===== src/rtl/busclk_pkg.sv =====
// Package: shared types and helpers for the bus clock divider.
// Assumes a two-bit strap field and ratios of at most four.
package busclk_pkg;

    localparam int SEL_W   = 2;
    localparam int MAX_DIV = 4;
    localparam int CNT_W   = $clog2(MAX_DIV);
    localparam int DIV_W   = CNT_W + 1;

    typedef enum logic [1:0] {
        RATIO_2 = 2'd0,
        RATIO_3 = 2'd1,
        RATIO_4 = 2'd2
    } ratio_e;

    // Map strap bits to a ratio; bit 0 is ignored when bit 1 is low.
    function automatic ratio_e decode_straps(input logic [SEL_W-1:0] sel);
        if (!sel[1])
            return RATIO_2;
        else if (sel[0])
            return RATIO_3;
        else
            return RATIO_4;
    endfunction

    // Number of core cycles in one bus period for a ratio.
    function automatic logic [DIV_W-1:0] ratio_cycles(input ratio_e r);
        case (r)
            RATIO_3: return DIV_W'(3);
            RATIO_4: return DIV_W'(4);
            default: return DIV_W'(2);
        endcase
    endfunction

endpackage


===== src/rtl/ratio_strap_latch.sv =====
// Module: ratio_strap_latch
// Captures the strap inputs on every core edge while reset is low.
// Holds the captured ratio once reset is released.
// Assumes the straps are stable on the last edge before reset release.
module ratio_strap_latch
    import busclk_pkg::*;
(
    input  logic             clk,
    input  logic             rst_n,
    input  logic [SEL_W-1:0] straps,
    output ratio_e           ratio
);

    ratio_e ratio_q;

    // Purpose: follow the straps during reset, freeze afterwards.
    always_ff @(posedge clk) begin
        if (!rst_n)
            ratio_q <= decode_straps(straps);
    end

    assign ratio = ratio_q;

endmodule


===== src/rtl/phase_counter.sv =====
// Module: phase_counter
// Counts core cycles from 0 up to period-1, then wraps to 0.
// Cleared by synchronous reset.
// Assumes the period is at least 2 and at most 2**CNT_W.
module phase_counter #(
    parameter int CNT_W = 2,
    parameter int DIV_W = CNT_W + 1
) (
    input  logic             clk,
    input  logic             rst_n,
    input  logic [DIV_W-1:0] period,
    output logic [CNT_W-1:0] phase
);

    logic [CNT_W-1:0] last_phase;
    logic [DIV_W-1:0] period_m1;

    // Purpose: index of the final phase in one bus period.
    always_comb begin
        period_m1  = period - DIV_W'(1);
        last_phase = period_m1[CNT_W-1:0];
    end

    // Purpose: advance the phase, wrapping at the end of the period.
    always_ff @(posedge clk) begin
        if (!rst_n)
            phase <= '0;
        else if (phase == last_phase)
            phase <= '0;
        else
            phase <= phase + CNT_W'(1);
    end

endmodule


===== src/rtl/wave_shaper.sv =====
// Module: wave_shaper
// Turns the phase count into registered bus clock and rise strobe outputs.
// The clock is high for phases below period/2.
// The strobe is high for phase 0.
// Both outputs lag the phase by one register stage.
module wave_shaper #(
    parameter int CNT_W = 2,
    parameter int DIV_W = CNT_W + 1
) (
    input  logic             clk,
    input  logic             rst_n,
    input  logic [DIV_W-1:0] period,
    input  logic [CNT_W-1:0] phase,
    output logic             clk_out,
    output logic             rise_out
);

    logic [DIV_W-1:0] high_len;
    logic             high_next;
    logic             rise_next;

    // Purpose: decode the next output levels from the current phase.
    always_comb begin
        high_len  = period >> 1;
        high_next = ({1'b0, phase} < high_len);
        rise_next = (phase == '0);
    end

    // Purpose: register the outputs so they are free of decode glitches.
    always_ff @(posedge clk) begin
        if (!rst_n) begin
            clk_out  <= 1'b0;
            rise_out <= 1'b0;
        end else begin
            clk_out  <= high_next;
            rise_out <= rise_next;
        end
    end

endmodule


===== src/rtl/busclk_divider.sv =====
// Module: busclk_divider (top)
// Divides the core clock by 2, 3 or 4, as chosen by straps captured during reset.
// Drives a registered bus clock and a core-domain rise strobe.
// Assumes a synchronous active-low reset and straps that are static after reset.
module busclk_divider
    import busclk_pkg::*;
(
    input  logic             core_clk,
    input  logic             rst_n,
    input  logic [SEL_W-1:0] ratio_sel,
    output logic             bus_clk,
    output logic             bus_rise
);

    ratio_e           ratio_held;
    logic [DIV_W-1:0] period;
    logic [CNT_W-1:0] phase;

    ratio_strap_latch u_straps (
        .clk    (core_clk),
        .rst_n  (rst_n),
        .straps (ratio_sel),
        .ratio  (ratio_held)
    );

    // Purpose: turn the held ratio into a cycle count.
    always_comb period = ratio_cycles(ratio_held);

    phase_counter #(.CNT_W(CNT_W), .DIV_W(DIV_W)) u_phase (
        .clk    (core_clk),
        .rst_n  (rst_n),
        .period (period),
        .phase  (phase)
    );

    wave_shaper #(.CNT_W(CNT_W), .DIV_W(DIV_W)) u_wave (
        .clk      (core_clk),
        .rst_n    (rst_n),
        .period   (period),
        .phase    (phase),
        .clk_out  (bus_clk),
        .rise_out (bus_rise)
    );

endmodule


===== config.mk =====
export PLATFORM = sky130hd
export DESIGN_NAME = busclk_divider
export DESIGN_NICKNAME = d
export VERILOG_FILES = /design/src/rtl/busclk_pkg.sv /design/src/rtl/ratio_strap_latch.sv /design/src/rtl/phase_counter.sv /design/src/rtl/wave_shaper.sv /design/src/rtl/busclk_divider.sv
export SDC_FILE = /design/constraint.sdc
export NUM_CORES = 1
export LEC_CHECK = 0
export CAP_MARGIN = 40
export CORE_AREA = 5 5 42 44
export DETAILED_ROUTE_END_ITERATION = 8
export DIE_AREA = 0 0 47 49
export GPL_TIMING_DRIVEN = 0
export PLACE_DENSITY = 0.46
export SLEW_MARGIN = 20
export SYNTH_ARGS = -nofsm -noshare
export SYNTH_HDL_FRONTEND = slang
export SYNTH_SLANG_ARGS = --single-unit

===== constraint.sdc =====
create_clock -name core_clk -period 1.29 [get_ports core_clk]
set_clock_uncertainty 0.2 [all_clocks]
set_input_delay 0.129 -clock core_clk [delete_from_list [all_inputs] [get_ports core_clk]]
set_output_delay 0.129 -clock core_clk [all_outputs]
set_load 0.02 [all_outputs]

==> results.yml <==
critical_path:
  crit_chain: "inv_2 > ha_4 > inv_2 > ha_4 > o21a_1 > nor3_1"
  critPathMaxStageDelay_ns: 0.40
  critPathLaunchType: "register"
  cp_max_fo: 2
  crit_required_ns: 1.23
  crit_slowest_cell: "edfxtp_1"
  critPathCaptureType: "register"
  cp_data_arrival_time_ns: 1.29
  worst-setup-path-type: "reg -> reg"
timing:
  fin_setup_tns_ns: -0.0662
  rsz0062_at_grt: "yes"
  drv_slew: 0
  final-setup-viol-count: 3
  worst_pin_slew_ns: 0.230
  post-route-period-util_pct: 105
  fin_ws_ns: -0.0615
  min_period_ns: 1.35
  timing.hold.ws_ns: 0.282
  finalHoldViolations: 0
  slew_headroom_pct: 84.6
  fmax_mhz: 740
die:
  core_um2: 1400
  placementRows: 14
  die_x_um: 47
  die_height_um: 49
  start_util_pct: 20.2
  io_pins: 6
  die_area_um2: 2300
synth:
  synth.distinct_cells: 12
  ys_seq_area_share_pct: 49.6
  synth_top_area_cell: "dfxtp_1"
  ys_warn_count: 0
  syn-num-nets: 34
  yosys.area.top_type_share_pct: 28.3
  synth-seq-cells: 6
  synth.area.top_cells: "dfxtp_1 28%, edfxtp_1 21%, ha_1 18%"
  mappedNetlistArea_um2: 283
  synth_cells: 26
  avgSynthCellArea_um2: 10.9
clock_network:
  root_buffer: "clkbuf_4"
  cts_tree: "yes"
  holdBufCountCts: 0
  numCtsBuffers: 3
  insertion_delay_ns: 0.25
  clk_path_buf_depth: 2
  clkSlewWorstSetupHoldPaths_ns: 0.06
  cts.sinks: 6
  htree_levels: 1
final_layout:
  utilization_pct: 30.6
  nNetsFinal: 45
  diodes: 0
  fin_area_um2: 429
  syn_to_final_growth_pct: 51.8
  drive_gt1_share_pct: 30.6
  final_cell_mix: "4 x inv_1, 4 x dfxtp_1, 3 x ha_4, 3 x clkbuf_4, 3 x clkdlybuf4s50_1"
grt:
  use_met3_pct: 3.32
  antenna_found_initial: 0
  grt-busiest-layer: "met2"
  grt_pass1_wl_um: 738
  overflow: 0
  grt_max_degree: 5
  met1_usage_pct: 4.91
  grt_pass1_vias: 201
  grtUsageTotal_pct: 5.10
  met2_usage_pct: 6.56
status:
  violations: "setup timing"
  status: "complete, but fails checks"
power:
  p_clk_share_pct: 34.0
  switching_share_pct: 28.0
  power_frac_seq_pct: 42.9
  p_int_mw: 0.410
  switchingPower_mw: 0.160
  comb_power_share_pct: 23.2
  leakage_nw: 0.179
  power_density_nw_per_um2: 1330
  ir_worst_vdd_v: 0.000610
drt:
  num_vias: 197
  firstDrtPassIters: 2
  wirelength_um: 451
  viasPerCell: 3.79
  wl_per_cell_um: 8.67
  ant_nets: 0
  drt_first_iter_violations: 1
  drcViolationCount: 0
place:
  gp_congestion: 0.704
  hpwl_um: 325
  placed_cell_area_um2: 353
  port_buffers: 5
worst_hold_path:
  hp-class: "in -> reg"
flow_run:
  drv_cap: 0
-- Yosys cell counts --
| master | n |
|---|---|
| xor2_1 | 2 |
| o21a_1 | 1 |
| nand2_1 | 1 |
| and2_1 | 2 |
| ha_1 | 4 |
| a211oi_2 | 1 |
| nor2b_1 | 1 |
| dfxtp_1 | 4 |
| nor3_1 | 1 |
| edfxtp_1 | 2 |
| a21oi_1 | 1 |
| inv_1 | 6 |
-- through the flow --
step,setup slack (ns),power (mW),std cells
floorplan,-0.0494,0.314,26
global placement,-0.106,0.354,47
detailed placement,-0.120,0.357,47
CTS,-0.115,0.561,52
global route,-0.118,0.615,52
finish,-0.0615,0.570,52
-- sequential cells by signal (all words and copies together), names as in the netlist --
register         cells
u_phase.phase        2
u_straps.ratio       2
u_wave.clk_out       1
u_wave.rise_out      1
-- per-layer routing --
metal	wire length, um	share of wire [%]
met5	0	0
met4	22	4.9
met3	29	6.4
met2	202	45
met1	196	43
-- critical path: cells and delay by family, from the launching register on --
| family | cells | cell delay, ns |
|---|---|---|
| simple gates | 1 | 0.04 |
| buf+inv | 2 | 0.13 |
| flops | 1 | 0.40 |
| compound gates | 1 | 0.10 |
| fa+ha+maj | 2 | 0.37 |
-- cell type report --
type	instances	area, um^2
flip-flops and latches	6	140
well taps	16	20.0
multi-input cells	14	165
repair buffers	6	55.1
fillers	151	972
clock buffers	4	26.3
inverters	6	22.5
-- cell families (layout without fill, tap and decap cells) --
logic type               Yosys count  in the layout  share of synthesized area (%)
adder cells (fa/ha/maj)            4              4                           17.7
AND/OR/NAND/NOR                    5              5                           9.73
XOR/XNOR                           2              2                           6.20
AO/OA/AOI/OAI                      3              3                           8.85
flip-flops                         6              6                           49.6
buffers and inverters              6             16                           7.96
-- worst paths after layout --
check,from,to,slack (ns),cells after the start
setup / recovery,u_straps.ratio[0],u_wave.clk_out,-0.06,6
hold / removal,rst_n,u_phase.phase[1],0.28,3
setup reg to reg,u_straps.ratio[0],u_wave.clk_out,-0.06,6
hold reg to reg,u_phase.phase[0],u_phase.phase[0],0.30,1
-- timing repair --
item	CTS	global route
buffers inserted	1	0
pin swaps	2	2
gates resized for setup	4	5
setup endpoints to repair	5	3
-- power by group through the flow --
stage	registers, mW	clock network, mW	logic, mW
after floorplan	0.253	0	0.0614
final	0.244	0.194	0.132
after detailed placement	0.242	0	0.116
after global placement	0.241	0	0.113
after CTS	0.239	0.202	0.119
after global routing	0.248	0.217	0.151
Note: power is estimated with default switching activity, not from simulation.
